`src/rtl/pictrl_pkg.sv`:
```
package pictrl_pkg;

  // Strobes passed from the sequencer to the datapath and neurons
  typedef struct packed {
    logic stepFire;   // update the integral, feedback value and membranes
    logic clrInt;     // clear the integral term
    logic clrMem;     // empty both controller membranes
    logic clrOut;     // force spikes low and the feedback value to zero
  } ctrlStrobes_t;

  localparam int unsigned NUM_CTRL = 2;  // index 0 excitatory, 1 inhibitory

endpackage

```
`src/rtl/pictrl_sequencer.sv`:
```
module pictrl_sequencer
  import pictrl_pkg::*;
(
  input  logic         rst,
  input  logic         stepStrobe,
  input  logic         feedbackEn,
  output ctrlStrobes_t strobes
);

  always_comb begin
    strobes.stepFire = stepStrobe && feedbackEn && !rst;
    strobes.clrInt   = rst;
    strobes.clrMem   = rst || !feedbackEn;
    strobes.clrOut   = rst || !feedbackEn;
  end

endmodule

```
`src/rtl/pictrl_datapath.sv`:
```
module pictrl_datapath
  import pictrl_pkg::*;
#(
  parameter int unsigned INT_W   = 8,
  parameter int unsigned SHIFT_W = 3,
  parameter int unsigned U_W     = INT_W + (1 << SHIFT_W),
  parameter int unsigned DRV_W   = U_W - 1
) (
  input  logic                      clk,
  input  ctrlStrobes_t              strobes,
  input  logic                      targetSpike,
  input  logic                      outputSpike,
  input  logic [SHIFT_W-1:0]        kpShift,
  input  logic [SHIFT_W-1:0]        kiShift,
  output logic [DRV_W-1:0]          drivePos,
  output logic [DRV_W-1:0]          driveNeg,
  output logic signed [U_W-1:0]     fbValue
);

  localparam logic signed [INT_W:0] INT_MAX = (INT_W+1)'((1 << (INT_W-1)) - 1);
  localparam logic signed [INT_W:0] INT_MIN = -INT_MAX;

  logic signed [1:0]       errNow;
  logic signed [INT_W-1:0] integ;
  logic signed [INT_W:0]   integSum;
  logic signed [INT_W-1:0] integNext;
  logic signed [U_W-1:0]   errExt;
  logic signed [U_W-1:0]   intExt;
  logic signed [U_W-1:0]   ctrlSum;
  logic signed [U_W-1:0]   ctrlNeg;

  // error of this timestep: -1, 0 or +1
  always_comb begin
    unique case ({targetSpike, outputSpike})
      2'b10:   errNow = 2'sd1;
      2'b01:   errNow = -2'sd1;
      default: errNow = 2'sd0;
    endcase
  end

  // saturating integral, computed one bit wider to catch the overflow
  always_comb begin
    integSum = {integ[INT_W-1], integ} + {{(INT_W-1){errNow[1]}}, errNow};
    if (integSum > INT_MAX)
      integNext = INT_MAX[INT_W-1:0];
    else if (integSum < INT_MIN)
      integNext = INT_MIN[INT_W-1:0];
    else
      integNext = integSum[INT_W-1:0];
  end

  always_ff @(posedge clk) begin
    if (strobes.clrInt)
      integ <= '0;
    else if (strobes.stepFire)
      integ <= integNext;
  end

  // proportional plus integral, each scaled by a power-of-two gain
  always_comb begin
    errExt  = {{(U_W-2){errNow[1]}}, errNow};
    intExt  = {{(U_W-INT_W){integNext[INT_W-1]}}, integNext};
    ctrlSum = (errExt <<< kpShift) + (intExt <<< kiShift);
    ctrlNeg = -ctrlSum;
  end

  // rectified halves for the two controller neurons
  always_comb begin
    drivePos = '0;
    driveNeg = '0;
    if (strobes.stepFire) begin
      if (ctrlSum > 0)
        drivePos = ctrlSum[DRV_W-1:0];
      else if (ctrlSum < 0)
        driveNeg = ctrlNeg[DRV_W-1:0];
    end
  end

  always_ff @(posedge clk) begin
    if (strobes.clrOut)
      fbValue <= '0;
    else if (strobes.stepFire)
      fbValue <= ctrlSum;
  end

endmodule

```
`src/rtl/pictrl_lif.sv`:
```
module pictrl_lif
  import pictrl_pkg::*;
#(
  parameter int unsigned MEM_W   = 18,
  parameter int unsigned DRV_W   = 15,
  parameter int unsigned SHIFT_W = 3
) (
  input  logic               clk,
  input  ctrlStrobes_t       strobes,
  input  logic [DRV_W-1:0]   drive,
  input  logic [SHIFT_W-1:0] leakShift,
  input  logic [MEM_W-1:0]   thresh,
  output logic               spike
);

  logic [MEM_W-1:0] mem;
  logic [MEM_W-1:0] leakAmt;
  logic [MEM_W:0]   memSum;
  logic             fire;

  always_comb begin
    leakAmt = (leakShift == '0) ? '0 : (mem >> leakShift);
    memSum  = {1'b0, mem - leakAmt} + {{(MEM_W+1-DRV_W){1'b0}}, drive};
    fire    = memSum >= {1'b0, thresh};
  end

  always_ff @(posedge clk) begin
    if (strobes.clrMem)
      mem <= '0;
    else if (strobes.stepFire)
      mem <= fire ? '0 : memSum[MEM_W-1:0];
  end

  always_ff @(posedge clk) begin
    if (strobes.clrOut)
      spike <= 1'b0;
    else
      spike <= strobes.stepFire && fire;
  end

endmodule

```
`src/rtl/pi_error_controller.sv`:
```
module pi_error_controller
  import pictrl_pkg::*;
#(
  parameter int unsigned INT_W   = 8,
  parameter int unsigned SHIFT_W = 3,
  parameter int unsigned MEM_W   = 18
) (
  input  logic                                   clk,
  input  logic                                   rst,
  input  logic                                   stepStrobe,
  input  logic                                   feedbackEn,
  input  logic                                   targetSpike,
  input  logic                                   outputSpike,
  input  logic [SHIFT_W-1:0]                     kpShift,
  input  logic [SHIFT_W-1:0]                     kiShift,
  input  logic [SHIFT_W-1:0]                     leakShift,
  input  logic [MEM_W-1:0]                       thresh,
  output logic                                   posSpike,
  output logic                                   negSpike,
  output logic signed [INT_W+(1<<SHIFT_W)-1:0]   fbValue
);

  localparam int unsigned U_W   = INT_W + (1 << SHIFT_W);
  localparam int unsigned DRV_W = U_W - 1;

  ctrlStrobes_t     strobes;
  logic [DRV_W-1:0] drives [NUM_CTRL];
  logic [NUM_CTRL-1:0] spikes;

  pictrl_sequencer u_seq (
    .rst        (rst),
    .stepStrobe (stepStrobe),
    .feedbackEn (feedbackEn),
    .strobes    (strobes)
  );

  pictrl_datapath #(
    .INT_W   (INT_W),
    .SHIFT_W (SHIFT_W),
    .U_W     (U_W),
    .DRV_W   (DRV_W)
  ) u_dp (
    .clk         (clk),
    .strobes     (strobes),
    .targetSpike (targetSpike),
    .outputSpike (outputSpike),
    .kpShift     (kpShift),
    .kiShift     (kiShift),
    .drivePos    (drives[0]),
    .driveNeg    (drives[1]),
    .fbValue     (fbValue)
  );

  for (genvar gi = 0; gi < NUM_CTRL; gi++) begin : g_ctrl
    pictrl_lif #(
      .MEM_W   (MEM_W),
      .DRV_W   (DRV_W),
      .SHIFT_W (SHIFT_W)
    ) u_lif (
      .clk       (clk),
      .strobes   (strobes),
      .drive     (drives[gi]),
      .leakShift (leakShift),
      .thresh    (thresh),
      .spike     (spikes[gi])
    );
  end

  assign posSpike = spikes[0];
  assign negSpike = spikes[1];

endmodule

```
`config.mk`:
```
export PLATFORM = sky130hd
export DESIGN_NAME = pi_error_controller
export DESIGN_NICKNAME = d
export VERILOG_FILES = /design/src/rtl/pictrl_pkg.sv /design/src/rtl/pictrl_sequencer.sv /design/src/rtl/pictrl_datapath.sv /design/src/rtl/pictrl_lif.sv /design/src/rtl/pi_error_controller.sv
export SDC_FILE = /design/constraint.sdc
export NUM_CORES = 1
export LEC_CHECK = 0
export BUFFER_PORTS_ARGS = -buffer_cell sky130_fd_sc_hd__buf_2
export CAP_MARGIN = 0
export CORE_MARGIN = 2
export CORE_UTILIZATION = 58
export DETAILED_ROUTE_END_ITERATION = 16
export PLACE_DENSITY = 0.79
export SKIP_LAST_GASP = 1
export SLEW_MARGIN = 20
export SYNTH_ARGS = -nofsm -noshare
export SYNTH_HDL_FRONTEND = slang
export SYNTH_SLANG_ARGS = --single-unit
```
`constraint.sdc`:
```
create_clock -name clk -period 8.45 [get_ports clk]
set_input_delay 0.845 -clock clk [delete_from_list [all_inputs] [get_ports clk]]
set_output_delay 0.845 -clock clk [all_outputs]
set_load 0.005 [all_outputs]
```
Word level (Yosys, flattened, before mapping)
Cells that the tools add are included.

Register bits: 62. Word-level logic and storage cells: 45. Output and inout bits: 18. Input bits: 33.

Reduce and logical (&&, ||, !) cells: 8. Shift-type cells: 4. Magnitude comparators: 6. Eq/ne operators: 2. Add/sub/neg operators: 7. Multiplexer cells: 12.

Operators with widths (count): 2-to-1 mux 15 bit (5); 2-to-1 mux 18 bit (4); adder 18 x 15 -> 19 bit (2); >= comparator 19 x 18 -> 1 bit (2); right shift 18 x 3 -> 18 bit (2); subtractor 18 bit (2); adder 16 bit (1); > comparator 16 x 1 -> 1 bit, second input constant (1); less-than comparator 16 x 1 -> 1 bit, second input constant (1); 2-to-1 mux 8 bit (2); <<< shifter 2 x 3 -> 16 bit (1); <<< shifter 8 x 3 -> 16 bit (1); negator 15 bit (1); adder 8 x 2 -> 9 bit (1); > comparator 9 x 8 -> 1 bit, second input constant (1); less-than comparator 9 x 8 -> 1 bit, second input constant (1); logical AND 1 bit (4); case mux 2 bit (2 select lines) (1); zero test 3 bit (1); == test 2 x 1 -> 1 bit, second input constant (1); == test 2 bit, second input constant (1); zero test 1 bit (2); logical OR 1 bit (1).

Depth between registers and ports, before layout
Depth after elaboration: 15. Depth in mapped cells: 47. Gate-level depth less buffers: 43.

By module
From an unflattened synthesis, not the netlist that was laid out.

Cell total of the unflattened synthesis: 1422. Area, all modules: 10343.7 sq um.

By module, submodules not included: pictrl_lif (g_ctrl[0].u_lif) (sequential area each 380.4 sq um, area an instance 3539.6 sq um, cells each 469, times used 1); pictrl_lif (g_ctrl[1].u_lif) (sequential area each 380.4 sq um, area an instance 3502.1 sq um, cells each 468, times used 1); pictrl_datapath (sequential area each 480.5 sq um, area an instance 3271.9 sq um, cells each 481, times used 1); pictrl_sequencer (sequential area each 0.0 sq um, area an instance 30.0 sq um, cells each 4, times used 1).

Worst setup path before layout
Ideal clock, no wire load.

Path type: input-to-reg. From: input port targetSpike. To: register g_ctrl[1].u_lif.mem[17]. Buffers on the path: 5. Setup time: 59 ps. Data arrival time: 9136 ps. Path slack: -745 ps. Stages on the path: 46. Cells stage by stage: inv_1 -> ha_1 -> buf_2 -> buf_2 -> xor2_1 -> ha_1 -> or3_1 -> a21oi_2 -> nor3_1 -> o21a_1 -> nor3_1 -> o2111ai_1 -> and2_4 -> o21a_1 -> mux2_2 -> ha_1 -> nor2_1 -> a21oi_1 -> (+10 left out) -> o21ai_0 -> o22ai_1 -> o21ai_0 -> a21o_1 -> a21oi_1 -> xnor2_1 -> ha_1 -> a21o_1 -> a21oi_1 -> nor2b_1 -> o21ai_0 -> a21oi_1 -> a211o_1 -> a41oi_1 -> and2_1 -> buf_2 -> buf_2 -> a22o_1.

Longest elaborated chain between the ends: 15. Elaborated cells on any way between the ends: 20. Classes of those cells: 4 x add/sub; 5 x order compare; 2 x eq/ne; 2 x shift; 7 x mux.

Ends and longest elaborated chain: start, declared (line pi_error_controller.sv:12) `input logic targetSpike,`; == test 2 x 1 -> 1 bit or == test 2 bit (tied branches) (line pictrl_datapath.sv:34) `unique case ({targetSpike, outputSpike})`; case mux 2 bit (2 select lines) (*) (line pictrl_datapath.sv:34); adder 8 x 2 -> 9 bit (line pictrl_datapath.sv:43) `integSum = {integ[INT_W-1], integ} + {{(INT_W-1){errNow[1]}}, errNow};`; less-than comparator 9 x 8 -> 1 bit (line pictrl_datapath.sv:46) `else if (integSum < INT_MIN)`; 2-to-1 mux 8 bit (line pictrl_datapath.sv:46); 2-to-1 mux 8 bit (line pictrl_datapath.sv:44) `if (integSum > INT_MAX)`; <<< shifter 8 x 3 -> 16 bit (line pictrl_datapath.sv:63) `ctrlSum = (errExt <<< kpShift) + (intExt <<< kiShift);`; adder 16 bit (*) (line pictrl_datapath.sv:63); negator 15 bit or less-than comparator 16 x 1 -> 1 bit (tied branches) (line pictrl_datapath.sv:64, pictrl_datapath.sv:74); 2-to-1 mux 15 bit (line pictrl_datapath.sv:74) `else if (ctrlSum < 0)`; 2-to-1 mux 15 bit (*) (line pictrl_datapath.sv:72) `if (ctrlSum > 0)`; 2-to-1 mux 15 bit (*) (line pictrl_datapath.sv:71) `if (strobes.stepFire) begin`; adder 18 x 15 -> 19 bit (*) (line pictrl_lif.sv:23) `memSum = {1'b0, mem - leakAmt} + {{(MEM_W+1-DRV_W){1'b0}}, drive};`; >= comparator 19 x 18 -> 1 bit (line pictrl_lif.sv:24) `fire = memSum >= {1'b0, thresh};`; 2-to-1 mux 18 bit (*) (line pictrl_lif.sv:31) `mem <= fire ? '0 : memSum[MEM_W-1:0];`; end signal, assigned (line pictrl_lif.sv:31); end, declared (line pictrl_lif.sv:16) `logic [MEM_W-1:0] mem;`.

Mark *: on every way between the ends. The rest lies on a longest branch, timed or not. A chain may end at the register's enable or synchronous reset.

Worst setup path after layout
From: input port targetSpike. To: register g_ctrl[1].u_lif.mem[3].

The elaborated chain is that of the path after synthesis.

==> flow_metrics.py <==
metrics = {
    "outcome": {
        "outcome": "finished, violations left",
        "violations": "setup timing",
    },
    "clock_tree": {
        "clockBufferDepth": 2,
        "cts-root-buf": "clkbuf_16",
        "clock_latency_ns": 0.37,
        "cts_tree": "done",
        "clk_pin_slew_ns": 0.06,
        "cts_made_buffers": 9,
        "cts_sinks": 62,
        "htree_num_levels": 3,
    },
    "pwr": {
        "power.internal_uw": 3203,
        "power.total_uw": 6308,
        "power_frac_comb_pct": 86.4,
        "p_per_area_mw_per_mm2": 513.3,
        "ir_drop_mv": 0.3407,
        "seq_power_share_pct": 7.3,
        "p_sw_share_pct": 49.22,
        "p_sw_uw": 3105,
        "leakagePower_uw": 0.005644,
        "power.share.clock_pct": 6.3,
    },
    "floorplan": {
        "num_rows": 46,
        "die_h_um": 130.4,
        "initial_core_util_pct": 58.77,
        "core_area_mm2": 0.01577,
        "dieArea_mm2": 0.01701,
        "die_w_um": 130.4,
        "pin_count": 51,
    },
    "detailed_routing": {
        "post-route-drc-count": 0,
        "drt_pass1_iterations": 8,
        "wl_per_cell_um": 20.92,
        "routed_wl_um": 34290,
        "via_count": 10905,
        "drtAntennaViolNets": 0,
        "drt_iter0_drc": 1231,
        "viasPerCell": 6.653,
    },
    "timing": {
        "worst_slew_pin_slew_ns": 0.8354,
        "rsz0062_at_grt": "true",
        "totalNegativeSetupSlack_ns": -12.62,
        "min_period_over_period_pct": 105.2,
        "skew_ns": 0.01664,
        "fmax_mhz": 112.5,
        "hold_violations": 0,
        "fin_ws_ns": -0.4364,
        "finalSetupViolations": 38,
        "max_slew_margin_pct": 44.15,
        "period_needed_ns": 8.886,
        "slew_violations": 0,
    },
    "finish": {
        "final_cell_mix": "buf_4 (194), nor2_1 (109), ha_1 (107), a21oi_1 (94), nand2_1 (63)",
        "n_antenna_cell": 0,
        "layout-drive-gt1-share_pct": 30.71,
        "layout_commonest_cell": "buf_4",
        "fin_nets": 1577,
        "utilization_pct": 77.94,
        "area.growth.synth_to_final_pct": 32.62,
        "fill_cells": 1046,
    },
    "grt": {
        "antenna_found_initial": 0,
        "grt_pass1_vias": 9553,
        "grt_overflow": 0,
        "grtUsageMet3_pct": 5.537,
        "grt-busiest-layer": "met2",
        "met1_usage_pct": 44.25,
        "met2_usage_pct": 59.13,
        "grt_max_degree": 40,
        "grt_util_all_layers_pct": 35.14,
        "grt_pass1_wl_um": 47470,
    },
    "worst_hold_path": {
        "hp-class": "reg2reg",
        "hold_depth": 2,
    },
    "synthesis": {
        "muxShareOfSynthArea_pct": 6.804,
        "mappedNetlistArea_mm2": 0.009268,
        "synth_edf_count": 0,
        "synthSimpleGateAreaFrac_pct": 18.23,
        "synth.avg_cell_area_um2": 7.653,
        "yosys.area_share.xor_xnor_pct": 8.856,
        "synth_flop_cell": "dfxtp_1",
        "synthAdderAreaFrac_pct": 17.54,
        "synth_cells": 1211,
        "async_reset_ff_share_pct": 0,
        "ys_warn_count": 0,
        "synth_nets": 1370,
        "synth-compound-area-share_pct": 30.07,
        "yosysUniqueCellTypes": 86,
        "yosysSeqAreaShare_pct": 13.39,
        "synth_top_family_by_area": "compound AO/OA/AOI/OAI gates",
        "yosys_register_bits": 62,
    },
    "setup_path": {
        "r2r_cells": 41,
        "start_kind": "input pin",
        "crit_arrival_ns": 9.18,
        "cp-end-kind": "register",
        "crit_path_top_delay_cell": "or3_4",
        "slowest_delay_ns": 0.39,
        "worstSetupPathType": "in2reg",
        "reg2reg_slack_ns": 0.07,
        "cp_common_cell": "ha_4",
        "cp_max_fo": 6,
        "critical_path_required_ns": 8.74,
    },
    "run": {
        "cap_violations": 0,
    },
    "placement": {
        "port_buffers": 50,
        "dp.final_hpwl_um": 22650,
        "gp_congestion": 0.9880,
    },
}
## critical path, delay by kind of cell
family          cells  cell delay (ns)
compound gates     20             4.15
xor+xnor            1             0.15
fa+ha+maj           6             1.50
buf+inv             7             0.72
mux                 1             0.11
simple gates        9             1.71
## area by class of cell
class                      instances  area, um2  area share (%)
multi-input combinational       1032       8356           67.98
timing repair buffer             253       1868           15.20
sequential                        62       1241           10.10
tap                              216      270.3           2.199
clock buffer                      11      252.7           2.056
inverter                          60      245.2           1.995
clock inverter                     5      57.56          0.4683
## state kept, by name, indices dropped and copies added (netlist names)
| name | flops |
|---|---|
| g_ctrl.u_lif.mem | 36 |
| g_ctrl.u_lif.spike | 2 |
| u_dp.fbValue | 16 |
| u_dp.integ | 8 |
## power by group through the flow
stage          clock network [uW]  logic, uW  registers, uW
6_report                      397       5450            459
5_1_grt                       408       5810            466
4_1_cts                       392       4610            452
3_5_place_dp                    0       4400            457
3_3_place_gp                    0       4290            453
2_1_floorplan                   0       2900            415
## final timing paths
check | end | start
hold reg to reg | u_dp.integ[7] | u_dp.integ[7]
hold / removal | u_dp.integ[7] | u_dp.integ[7]
setup reg to reg | g_ctrl[1].u_lif.mem[3] | u_dp.integ[1]
setup / recovery | g_ctrl[1].u_lif.mem[3] | targetSpike
## what timing repair did
item | in CTS | in global routing
pin swaps | 33 | 101
cloned | 1 | 3
buffers inserted | 15 | 29
resized for setup | 40 | 108
hold buffers | 0 | 0
endpoints found under the setup margin | 38 | 38
## stage by stage
step                      setup slack (ns)  hold slack (ns)  area (um2)  std cells
after global placement             -0.5222           0.4515       10940       1582
after detailed placement           -0.6950           0.4673       10940       1582
after CTS                         -0.03741           0.4758       11570       1614
after global routing               -0.6789           0.5059       12290       1639
final                              -0.4364           0.4835       12290       1639
after floorplan                   -0.03233           0.4388        9458       1211
## cell usage after synthesis (6+ instances only)
library cell / n / area share (%)
a211oi_1: 15 / 1.2
a21o_1: 32 / 2.6
a21oi_1: 114 / 6.2
a221oi_1: 8 / 0.76
a22o_1: 38 / 3.6
a22oi_1: 12 / 0.97
a31oi_1: 16 / 1.1
and2_1: 11 / 0.74
and3_1: 12 / 0.81
buf_1: 7 / 0.28
buf_2: 9 / 0.49
clkbuf_1: 41 / 1.7
dfxtp_1: 62 / 13
ha_1: 121 / 16
inv_1: 57 / 2.3
mux2_2: 14 / 1.7
mux2i_1: 36 / 3.9
nand2_1: 65 / 2.6
nand2b_1: 19 / 1.3
nand3_1: 33 / 1.8
nand4_1: 6 / 0.41
nor2_1: 115 / 4.7
nor2b_1: 20 / 1.4
nor3_1: 21 / 1.1
nor3b_1: 6 / 0.49
o211ai_1: 13 / 1.1
o21a_1: 29 / 2.3
o21ai_0: 58 / 3.1
o21ai_1: 7 / 0.38
o21bai_1: 8 / 0.65
o31ai_1: 6 / 0.49
or3_1: 10 / 0.68
xnor2_1: 61 / 5.8
xor2_1: 29 / 2.7
## layer usage
layer	up-vias	wire (um)
li1	4896	-
met1	5060	13430
met2	715	15630
met3	234	2902
met4	0	2337
met5	-	0
## cells by family after synthesis
logic type | Yosys count
AO/OA/AOI/OAI | 412
XOR/XNOR | 92
adder cells (fa/ha/maj) | 127
buffers and inverters | 119
flip-flops | 62
multiplexers | 55
AND/OR/NAND/NOR | 344
No activity file was read; power rests on OpenSTA's default activity.
